$ cat src/rtl/tt_pkg.sv
package tt_pkg;

    typedef enum logic [2:0] {
        CMD_NONE = 3'd0,
        CMD_ACT  = 3'd1,
        CMD_PRE  = 3'd2,
        CMD_RD   = 3'd3,
        CMD_WR   = 3'd4
    } cmd_e;

    // One-hot view of the command seen at a given bank or globally.
    typedef struct packed {
        logic act;
        logic pre;
        logic rd;
        logic wr;
    } issue_t;

    // Programmed waits that a bank samples when a command hits it.
    typedef struct packed {
        logic [15:0] rcd;
        logic [15:0] ras;
        logic [15:0] rp;
        logic [15:0] wr;
    } bank_wait_t;

    function automatic cmd_e decode_cmd(input logic [2:0] raw);
        case (raw)
            3'd1:    return CMD_ACT;
            3'd2:    return CMD_PRE;
            3'd3:    return CMD_RD;
            3'd4:    return CMD_WR;
            default: return CMD_NONE;
        endcase
    endfunction

    function automatic issue_t to_issue(input cmd_e c);
        issue_t r;
        r.act = (c == CMD_ACT);
        r.pre = (c == CMD_PRE);
        r.rd  = (c == CMD_RD);
        r.wr  = (c == CMD_WR);
        return r;
    endfunction

endpackage

$ cat src/rtl/tt_down_counter.sv
module tt_down_counter #(
    parameter int W = 6
) (
    input  logic         clk,
    input  logic         rst,
    input  logic         load,
    input  logic [W-1:0] wait_cycles,
    output logic         idle
);
    logic [W-1:0] cnt;
    logic [W-1:0] cnt_dec;
    logic [W-1:0] cnt_init;
    logic [W-1:0] cnt_next;

    always_comb begin
        cnt_dec  = (cnt == '0) ? '0 : cnt - 1'b1;
        cnt_init = (wait_cycles > W'(1)) ? wait_cycles - 1'b1 : '0;
        if (load)
            cnt_next = (cnt_init > cnt_dec) ? cnt_init : cnt_dec;
        else
            cnt_next = cnt_dec;
    end

    always_ff @(posedge clk) begin
        if (rst) cnt <= '0;
        else     cnt <= cnt_next;
    end

    assign idle = (cnt == '0);
endmodule

$ cat src/rtl/tt_bank_gate.sv
module tt_bank_gate #(
    parameter int W = 6
) (
    input  logic         clk,
    input  logic         rst,
    input  tt_pkg::issue_t hit,
    input  logic [W-1:0] w_rcd,
    input  logic [W-1:0] w_ras,
    input  logic [W-1:0] w_rp,
    input  logic [W-1:0] w_wr,
    input  logic         act_space_idle,
    input  logic         col_space_idle,
    output logic         pre_ok,
    output logic         act_ok,
    output logic         rd_ok,
    output logic         wr_ok
);
    logic rcd_idle, ras_idle, rp_idle, wr_idle;

    tt_down_counter #(.W(W)) u_rcd (
        .clk(clk), .rst(rst), .load(hit.act), .wait_cycles(w_rcd), .idle(rcd_idle));
    tt_down_counter #(.W(W)) u_ras (
        .clk(clk), .rst(rst), .load(hit.act), .wait_cycles(w_ras), .idle(ras_idle));
    tt_down_counter #(.W(W)) u_rp (
        .clk(clk), .rst(rst), .load(hit.pre), .wait_cycles(w_rp), .idle(rp_idle));
    tt_down_counter #(.W(W)) u_wr (
        .clk(clk), .rst(rst), .load(hit.wr), .wait_cycles(w_wr), .idle(wr_idle));

    always_comb begin
        pre_ok = ras_idle & wr_idle;
        act_ok = rp_idle & act_space_idle;
        rd_ok  = rcd_idle & col_space_idle;
        wr_ok  = rcd_idle & col_space_idle;
    end
endmodule

$ cat src/rtl/dram_timing_tracker.sv
module dram_timing_tracker #(
    parameter int NUM_BANKS = 4,
    parameter int TIMER_W   = 6,
    localparam int BANK_W   = (NUM_BANKS > 1) ? $clog2(NUM_BANKS) : 1
) (
    input  logic                 clk,
    input  logic                 rst,
    input  logic [2:0]           cmd_type,
    input  logic [BANK_W-1:0]    cmd_bank,
    input  logic [TIMER_W-1:0]   t_rcd,
    input  logic [TIMER_W-1:0]   t_rp,
    input  logic [TIMER_W-1:0]   t_ras,
    input  logic [TIMER_W-1:0]   t_wr,
    input  logic [TIMER_W-1:0]   t_rrd,
    input  logic [TIMER_W-1:0]   t_ccd,
    output logic [NUM_BANKS-1:0] ok_pre,
    output logic [NUM_BANKS-1:0] ok_act,
    output logic [NUM_BANKS-1:0] ok_rd,
    output logic [NUM_BANKS-1:0] ok_wr
);
    import tt_pkg::*;

    issue_t any_issue;
    logic   act_space_idle;
    logic   col_space_idle;

    assign any_issue = to_issue(decode_cmd(cmd_type));

    // Shared spacing counters, one per chip-wide constraint.
    tt_down_counter #(.W(TIMER_W)) u_act_space (
        .clk(clk), .rst(rst), .load(any_issue.act),
        .wait_cycles(t_rrd), .idle(act_space_idle));

    tt_down_counter #(.W(TIMER_W)) u_col_space (
        .clk(clk), .rst(rst), .load(any_issue.rd | any_issue.wr),
        .wait_cycles(t_ccd), .idle(col_space_idle));

    for (genvar b = 0; b < NUM_BANKS; b++) begin : g_bank
        issue_t bank_hit;
        assign bank_hit = (cmd_bank == BANK_W'(b)) ? any_issue : '0;

        tt_bank_gate #(.W(TIMER_W)) u_gate (
            .clk(clk), .rst(rst), .hit(bank_hit),
            .w_rcd(t_rcd), .w_ras(t_ras), .w_rp(t_rp), .w_wr(t_wr),
            .act_space_idle(act_space_idle), .col_space_idle(col_space_idle),
            .pre_ok(ok_pre[b]), .act_ok(ok_act[b]),
            .rd_ok(ok_rd[b]), .wr_ok(ok_wr[b]));
    end
endmodule

$ cat config.mk
export PLATFORM = sky130hd
export DESIGN_NAME = dram_timing_tracker
export DESIGN_NICKNAME = d
export VERILOG_FILES = /design/src/rtl/tt_pkg.sv /design/src/rtl/tt_down_counter.sv /design/src/rtl/tt_bank_gate.sv /design/src/rtl/dram_timing_tracker.sv
export SDC_FILE = /design/constraint.sdc
export NUM_CORES = 1
export LEC_CHECK = 0
export BUFFER_PORTS_ARGS = -buffer_cell sky130_fd_sc_hd__buf_2
export CORE_MARGIN = 3
export CORE_UTILIZATION = 45
export CTS_CLUSTER_SIZE = 28
export DETAILED_ROUTE_END_ITERATION = 16
export GPL_TIMING_DRIVEN = 0
export SYNTH_ARGS = -nofsm -noshare
export SYNTH_HDL_FRONTEND = slang
export SYNTH_SLANG_ARGS = --single-unit
$ cat constraint.sdc
create_clock -name clk -period 6.75 [get_ports clk]
set_input_delay 1.35 -clock clk [delete_from_list [all_inputs] [get_ports clk]]
set_output_delay 1.35 -clock clk [all_outputs]
set_load 0.02 [all_outputs]
# Word level (Yosys, flattened, before mapping)
# Index checks and enable logic that the tools add are counted.
[classes] addsub=24 n_mul=0 n_div=0 magnitude_cmp=24 eq_ne=11 shifts=0 muxes=65 bitwise=13 n_reduce_logical=19
[op_table] cell="2-to-1 mux 6 bit" n=60
[op_table] cell="subtractor 6 x 1 -> 6 bit, second input constant" n=24
[op_table] cell="greater-than comparator 6 bit" n=18
[op_table] cell="logical NOT 6 bit" n=18
[op_table] cell="greater-than comparator 6 x 1 -> 1 bit, second input constant" n=6
[op_table] cell="2-to-1 mux 4 bit" n=4
[op_table] cell="bitwise AND 1 bit" n=12
[op_table] cell="== test 3 x 2 -> 1 bit, second input constant" n=4
[op_table] cell="case mux 3 bit (4 select lines)" n=1
[op_table] cell="== test 3 x 1 -> 1 bit, second input constant" n=2
[op_table] cell="== test 3 bit, second input constant" n=2
[op_table] cell="== test 2 bit, second input constant" n=2
[op_table] cell="== test 2 x 1 -> 1 bit, second input constant" n=1
[op_table] cell="logical NOT 2 bit" n=1
[op_table] cell="OR 1 bit" n=1
[word_totals] reg_bits=108 latch_bits=0 ramBits=0 mem_bits_ro=0 inputBits=43 output_inout_bits=16 word_cells=174 memories=0

# Depth between registers and ports, before layout
# Gate-level depths: netlist (run 1).
[depth] depth_word=5 mapped_depth=15 mapped_depth_nobuf=14

# Hierarchy
# Synthesis (run 1) repeated with hierarchy kept, for this count alone.
[unflattened] cells_unflattened=1575 hier_area_um2=13028.7
[modules_own_cells] mod="tt_down_counter" n_inst=18 cells_each=85 area_each_um2=708.2 seq_area_each_um2=120.1
[modules_own_cells] mod="dram_timing_tracker" n_inst=1 cells_each=29 area_each_um2=176.4 seq_area_each_um2=0.0
[modules_own_cells] mod="tt_bank_gate" n_inst=4 cells_each=4 area_each_um2=26.3 seq_area_each_um2=0.0

# Least setup slack after synthesis (run 1)
# OpenSTA, ideal clock, no wires.
[synth_path] path_kind="input -> register" from="input port t_wr[2]" to="register g_bank[0].u_gate.u_wr.cnt[3]" setup_ns=0.123 arrival_ns=4.022 required_ns=6.627 setup_slack_ns=2.604 stages=12 n_path_buf=1 path_cell_list="or3_4 -> nor3_1 -> nor2_1 -> ha_1 -> nand3_1 -> o21ai_0 -> o31ai_1 -> a31oi_1 -> maj3_2 -> or2_1 -> clkbuf_1 -> mux2_1"
[synth_between] elab_chain_cells=5 word_cells_on_any_way=6 classes_between="1 x add/sub; 2 x order compare; 3 x mux"
[synth_lines] element="from (decl)" line_no="dram_timing_tracker.sv:13" text="input logic [TIMER_W-1:0] t_wr,"
[synth_lines] element="subtractor 6 x 1 -> 6 bit / greater-than comparator 6 x 1 -> 1 bit (equally long branches)" line_no="tt_down_counter.sv:17" text="cnt_init = (wait_cycles > W'(1)) ? wait_cycles - 1'b1 : '0;"
[synth_lines] element="2-to-1 mux 6 bit (*)" line_no="tt_down_counter.sv:17"
[synth_lines] element="greater-than comparator 6 bit" line_no="tt_down_counter.sv:19" text="cnt_next = (cnt_init > cnt_dec) ? cnt_init : cnt_dec;"
[synth_lines] element="2-to-1 mux 6 bit (*)" line_no="tt_down_counter.sv:19"
[synth_lines] element="2-to-1 mux 6 bit (*)" line_no="tt_down_counter.sv:18" text="if (load)"
[synth_lines] element="to (signal assigned)" line_no="tt_down_counter.sv:26" text="else cnt <= cnt_next;"
[synth_lines] element="to (decl)" line_no="tt_down_counter.sv:10" text="logic [W-1:0] cnt;"
# Mark *: on every way between the ends. The rest lies on a longest branch, timed or not.
# A chain may end at the register's enable or synchronous reset.

# Worst setup path in the final report (run 1)
[layout_path] from="input port t_wr[0]" to="register g_bank[0].u_gate.u_wr.cnt[2]"
# Same word-level chain as after synthesis.

==> flow_summary.yaml, run 1 <==
worst_hold_path:
  holdPathStages: 1
  hold_start: "g_bank[3].u_gate.u_rcd.cnt[0]$_SDFF_PP0_"
  hp-class: "register to register"
critical_path:
  path_buf_inv: 3
  path_delay_family: "simple AND/OR/NAND/NOR gates"
  slowest_stage: "nor2_1"
  crit_cells: 14
  worstPathRequired_ns: 7.00
  critical_path.cell_chain: "buf_2, inv_1, ha_1, nor2_1, nor3_1, nor2_1, ha_1, a211oi_1, o21ai_0, a31oi_1, maj3_2, or2_1, clkbuf_1, mux2_2"
  path_max_fanout: 7
  end_kind: "register"
  cp_data_arrival_time_ns: 4.74
  critical_path.max_stage_delay_ns: 0.48
  crit_type: "input pin to register"
  reg2reg_depth: 13
  r2r-start: "g_bank[0].u_gate.u_wr.cnt[0]$_SDFF_PP0_"
  crit_start: "t_wr[0]"
  startpoint_type: "input pin"
timing:
  rsz0062_at_grt: "no"
  setup_violations: 0
  period_share_pct: 66.6
  finalSetupTns_ns: 0
  hold_viol_final: 0
  period_minus_slack_ns: 4.49
  drv_slew: 0
  finalClockSkew_ns: 0.00801
  fmax_ghz: 0.223
  fin_ws_ns: 2.26
  relSlewSlack_pct: 29.2
  tightest_slew_ns: 1.06
floorplan:
  start_util_pct: 46.5
  dieWidth_um: 155
  core_area_mm2: 0.0214
  fp.dieH_um: 155
  dieArea_mm2: 0.0240
  pin_count: 59
  rows: 53
global_route:
  overflow: 0
  grt_busiest_layer: "met2"
  grt_max_degree: 17
  use_met1_pct: 28.2
  grtUsageTotal_pct: 21.2
  grt_pass1_vias: 8183
  grt_pass1_wl_um: 41500
  antenna_found_initial: 0
  global_route.usage.met3_pct: 3.11
  use_met2_pct: 36.7
final_layout:
  most-common-layout-cells: "nor2_1, ha_1, dfxtp_1"
  area_growth_pct: 9.05
  final_common_cell: "nor2_1"
  layout.nets: 1458
  finalNonFillerCells: 1583
  diodes: 0
  drive_gt1_share_pct: 14.4
clock_tree:
  cts_buffers: 9
  ctsHtreeMaxLevel: 3
  cts_tree: "done"
  cts_setup_buffers: 0
  cts_hold_buf: 0
  ctsResizeCount: 0
  clkTransAtPathRegs_ns: 0.07
  cts-root-buf: "clkbuf_16"
  clk_latency_ns: 0.36
  cts_buffer_depth: 2
  cts_sinks: 108
yosys:
  netlist_instances: 1237
  ys.flop_type: "dfxtp_1"
  synth-async-reset-ratio_pct: 0
  ys_types: 76
  avgSynthCellArea_um2: 8.06
  synth.ff_latch_count: 108
  synth-edff-count: 0
  ys_seq_area_share_pct: 21.7
  syn-num-nets: 1391
  syn_area_mm2: 0.00997
  ys_warn_count: 0
drt:
  routed_via_density: 5.59
  vias: 8856
  wl_per_cell_um: 16.1
  route.detailed.drc: 0
  first_pass_iters: 5
  drt_iter0_markers: 472
  drt.antenna.violating_nets: 0
  wl_um: 25400
pwr:
  power.total_w: 0.00548
  p_leak_nw: 4.78
  p_per_area_mw_per_mm2: 504
  ir_drop_mv: 0.193
run:
  cap_violations: 0
run_status:
  status: "finished, final reports clean"
place:
  dp_slack_ns: 1.98
  finalWeightedCongestion: 0.814
  post-dp-hpwl_um: 19800
  port-buffer-count: 56
  dp_cells: 1568
through the flow:
step,util [%],instance area [um2],hold WS (ns)
4_1_cts,50.8,10900,0.567
3_3_place_gp,49.5,10600,0.545
2_1_floorplan,-,9970,0.490
3_5_place_dp,49.5,10600,0.557
6_report,50.8,10900,0.579
5_1_grt,50.8,10900,0.604
metal layers:
metal | wire length, um | up-vias
li1 | - | 4559
met1 | 12000 | 4123
met2 | 12100 | 155
met3 | 896 | 19
met4 | 351 | 0
met5 | 0 | -
Yosys cell counts, types with 5 or more instances:
| cell type | n | share of area [%] |
|---|---|---|
| o211ai_1 | 5 | 0.38 |
| nor2_1 | 169 | 6.4 |
| o31a_1 | 8 | 0.70 |
| maj3_2 | 9 | 1.0 |
| or4_1 | 8 | 0.60 |
| mux2i_1 | 53 | 5.3 |
| o31ai_1 | 17 | 1.3 |
| o2111a_1 | 5 | 0.56 |
| nand2b_1 | 31 | 1.9 |
| mux2_1 | 10 | 1.1 |
| nand3_1 | 31 | 1.6 |
| and2_1 | 18 | 1.1 |
| ha_1 | 111 | 14 |
| clkbuf_1 | 20 | 0.75 |
| and3_1 | 6 | 0.38 |
| nor4_1 | 15 | 0.94 |
| nor3b_1 | 11 | 0.83 |
| or3_1 | 11 | 0.69 |
| a32oi_1 | 11 | 0.97 |
| xor2_1 | 26 | 2.3 |
| xnor2_1 | 9 | 0.79 |
| nor2b_1 | 30 | 1.9 |
| or3_4 | 6 | 0.68 |
| o21ai_0 | 37 | 1.9 |
| dfxtp_1 | 108 | 22 |
| a211oi_1 | 9 | 0.68 |
| o32a_1 | 6 | 0.60 |
| a31oi_1 | 5 | 0.31 |
| or2_2 | 21 | 1.3 |
| a21oi_1 | 41 | 2.1 |
| inv_1 | 85 | 3.2 |
| o21a_1 | 6 | 0.45 |
| a21o_1 | 9 | 0.68 |
| nor3_1 | 68 | 3.4 |
| mux2_2 | 29 | 3.3 |
| buf_4 | 16 | 1.2 |
| nand2_1 | 92 | 3.5 |
kinds of logic (layout without fill, tap and decap cells):
kind of cell / after synthesis / after routing / share of synthesized area, %
DFF: 108 / 108 / 21.7
buffers and inverters: 127 / 198 / 5.48
xor gates and xnor gates: 35 / 35 / 3.07
and+or+nand+nor: 536 / 536 / 27.0
muxes: 93 / 93 / 9.88
AOI/OAI and AO/OA: 217 / 217 / 17.9
adders and majority gates: 121 / 121 / 15.0
power by group:
| part | internal [W] | leakage (nW) | total [W] | switching, W |
|---|---|---|---|---|
| registers | 0.000903 | 0.893 | 0.00113 | 0.000226 |
| clock network | 0.000268 | 0.133 | 0.000516 | 0.000248 |
| logic | 0.00171 | 3.76 | 0.00384 | 0.00213 |
| total | 0.00288 | 4.78 | 0.00548 | 0.00260 |
layout make-up:
cell class,count,area [um2]
Fill cell,2135,10500
Multi-Input combinational cell,1002,7260
Clock buffer,11,253
Buffer,40,215
Sequential cell,108,2160
Tap cell,275,344
Timing Repair Buffer,56,280
Inverter,87,332
Clock inverter,4,25.0
final timing paths:
| path | endpoint | slack [ns] |
|---|---|---|
| setup / recovery | g_bank[0].u_gate.u_wr.cnt[2]$_SDFF_PP0_ | 2.26 |
| hold / removal | g_bank[3].u_gate.u_rcd.cnt[0]$_SDFF_PP0_ | 0.58 |
| setup reg to reg | g_bank[0].u_gate.u_wr.cnt[2]$_SDFF_PP0_ | 3.44 |
| hold reg to reg | g_bank[3].u_gate.u_rcd.cnt[0]$_SDFF_PP0_ | 0.58 |
worst register-to-register path, cell delays in order, from the launching register on:
cell	delay [ns]
dfxtp_1	0.35
inv_1	0.09
ha_1	0.19
nor3b_1	0.37
nand2_1	0.15
nand2b_1	0.14
ha_1	0.25
a211oi_1	0.30
o21ai_0	0.15
a31oi_1	0.22
maj3_2	0.25
or2_1	0.10
clkbuf_1	0.26
mux2_2	0.38
flip-flops by register name, summed over array words and instances (netlist names):
register                 cells
g_bank.u_gate.u_rcd.cnt     24
u_col_space.cnt              6
g_bank.u_gate.u_wr.cnt      24
g_bank.u_gate.u_rp.cnt      24
u_act_space.cnt              6
g_bank.u_gate.u_ras.cnt     24
Note: power is estimated with default switching activity, not from simulation.
==> inputs of run 2 (changes only) <==
==> constraint.sdc (replaced) <==
create_clock -name clk -period 3.95 [get_ports clk]
set_input_delay 0.79 -clock clk [delete_from_list [all_inputs] [get_ports clk]]
set_output_delay 0.79 -clock clk [all_outputs]
set_load 0.02 [all_outputs]
==> run 2 against run 1 <==
Net effect: power grew 71%; utilization grew 0.093 points; combinational power grew 71%; worst hold slack lost 0.0063 ns; sequential share of layout area is essentially flat; setup slack lost 2.0 ns; clock power grew 70%; die area is the same; critical path depth grew 2; critical path type unchanged; critical endpoint is now g_bank[0].u_gate.u_wr.cnt[3]$_SDFF_PP0_; largest power group unchanged; highest routed layer unchanged.
==> flow_summary.yaml, run 2 (synthesis gave the netlist of run 1 again) <==
critical_path:
  r2r-start: "g_bank[0].u_gate.u_wr.cnt[0]$_SDFF_PP0_"
  reg2reg_slack_ns: 0.65
  worstPathRequired_ns: 4.20
  crit_end: "g_bank[0].u_gate.u_wr.cnt[3]$_SDFF_PP0_"
  critical_path.cell_chain: "buf_2, inv_1, ha_1, nor2_2, nor3_2, nor2_1, inv_1, ha_1, nand3_1, o21ai_0, o31ai_1, a31oi_1, maj3_2, or2_1, clkbuf_1, mux2_1"
  end_kind: "register"
  cp_data_arrival_time_ns: 3.98
  slowest_stage: "maj3_2"
  critical_path.max_stage_delay_ns: 0.34
  crit_type: "input pin to register"
  startpoint_type: "input pin"
  reg2reg_depth: 13
  path_max_fanout: 6
  crit_start: "t_wr[0]"
  r2r-end: "g_bank[0].u_gate.u_wr.cnt[2]$_SDFF_PP0_"
worst_hold_path:
  hp-class: "register to register"
clock_tree:
  cts_sinks: 108
  ctsHtreeMaxLevel: 3
  cts-root-buf: "clkbuf_16"
  cts_buffers: 9
  cts_tree: "done"
  cts_buffer_depth: 2
  cts_hold_buf: 0
  clkTransAtPathRegs_ns: 0.07
  clk_latency_ns: 0.36
place:
  dp_slack_ns: -0.263
  port-buffer-count: 56
  postPlaceCellArea_mm2: 0.0106
  post-dp-hpwl_um: 19800
  finalWeightedCongestion: 0.814
run_status:
  status: "finished, final reports clean"
final_layout:
  diodes: 0
  most-common-layout-cells: "nor2_1, ha_1, dfxtp_1"
  area_growth_pct: 9.25
  layout.nets: 1458
  postLayoutCellArea_mm2: 0.0109
  final_common_cell: "nor2_1"
  drive_gt1_share_pct: 14.8
pwr:
  p_per_area_mw_per_mm2: 860
  p_leak_nw: 4.79
  ir_drop_mv: 0.329
  power.total_w: 0.00937
floorplan:
  fp.dieH_um: 155
  dieWidth_um: 155
  core_area_mm2: 0.0214
  dieArea_mm2: 0.0240
  rows: 53
  pin_count: 59
  start_util_pct: 46.5
global_route:
  grt_pass1_wl_um: 41500
  overflow: 0
  grtUsageTotal_pct: 21.2
  grt_max_degree: 17
  grt_pass1_vias: 8183
  antenna_found_initial: 0
timing:
  tightest_slew_ns: 1.09
  period_minus_slack_ns: 3.73
  rsz0062_at_grt: "no"
  drv_slew: 0
  fmax_ghz: 0.268
  finalClockSkew_ns: 0.00858
  setup_violations: 0
  period_share_pct: 94.4
  relSlewSlack_pct: 27.4
  hold_viol_final: 0
  finalSetupTns_ns: 0
  fin_ws_ns: 0.220
drt:
  vias: 8820
  drt_iter0_markers: 479
  first_pass_iters: 5
  wl_um: 25400
  drt.antenna.violating_nets: 0
  route.detailed.drc: 0
  wl_per_cell_um: 16.0
  routed_via_density: 5.57
run:
  cap_violations: 0
## run 2: power by group
| group | internal, W | total (W) | leakage (nW) | switching, W |
|---|---|---|---|---|
| logic | 0.00292 | 0.00656 | 3.76 | 0.00364 |
| clock network | 0.000457 | 0.000879 | 0.133 | 0.000422 |
| registers | 0.00154 | 0.00193 | 0.893 | 0.000385 |
| total | 0.00492 | 0.00937 | 4.79 | 0.00445 |
## run 2: worst max-delay path, delay by kind of cell
family,cells,cell delay [ns]
and+or+nand+nor,5,0.87
AOI/OAI and AO/OA,3,0.48
buffers and inverters,4,0.57
muxes,1,0.34
adders and majority gates,3,0.91
## run 2: cell type report
class                      count  area (um2)
fill                        2134       10500
inverter                      87         332
clock buffer                  11         253
sequential                   108        2160
tap                          275         344
clock inverter                 4        25.0
multi-input combinational   1002        7280
buffer                        40         215
timing repair buffer          56         280
## run 2: worst min path at each step
stage                                                         from                                        to  slack (ns)  cells past startpoint
after CTS                 g_bank[3].u_gate.u_rcd.cnt[0]$_SDFF_PP0_  g_bank[3].u_gate.u_rcd.cnt[0]$_SDFF_PP0_        0.57                      1
after global placement    g_bank[3].u_gate.u_rcd.cnt[0]$_SDFF_PP0_  g_bank[3].u_gate.u_rcd.cnt[0]$_SDFF_PP0_        0.55                      1
after detailed placement  g_bank[3].u_gate.u_rcd.cnt[0]$_SDFF_PP0_  g_bank[3].u_gate.u_rcd.cnt[0]$_SDFF_PP0_        0.56                      1
final                     g_bank[3].u_gate.u_rcd.cnt[0]$_SDFF_PP0_  g_bank[3].u_gate.u_rcd.cnt[0]$_SDFF_PP0_        0.57                      1
after floorplan           g_bank[3].u_gate.u_rcd.cnt[0]$_SDFF_PP0_  g_bank[3].u_gate.u_rcd.cnt[0]$_SDFF_PP0_        0.49                      1
after global routing      g_bank[3].u_gate.u_rcd.cnt[0]$_SDFF_PP0_  g_bank[3].u_gate.u_rcd.cnt[0]$_SDFF_PP0_        0.60                      1
## run 2: what timing repair did
| action | CTS | global route |
|---|---|---|
| setup endpoints to repair | 0 | 14 |
| resized for setup | 0 | 6 |
| buffers inserted | 0 | 0 |
## run 2: metal layers
metal  global-route usage (%)  part of all wire (%)
met2                     36.7                    48
met1                     28.2                    47
met5                        0                     0
met4                     4.50                   1.4
met3                     3.11                   3.8
## run 2: per-stage QoR
stage          hold slack, ns  std cells  util, %
2_1_floorplan           0.490       1237        -
3_3_place_gp            0.545       1568     49.5
3_5_place_dp            0.557       1568     49.5
4_1_cts                 0.567       1583     50.8
5_1_grt                 0.604       1583     50.8
6_report                0.573       1583     50.8
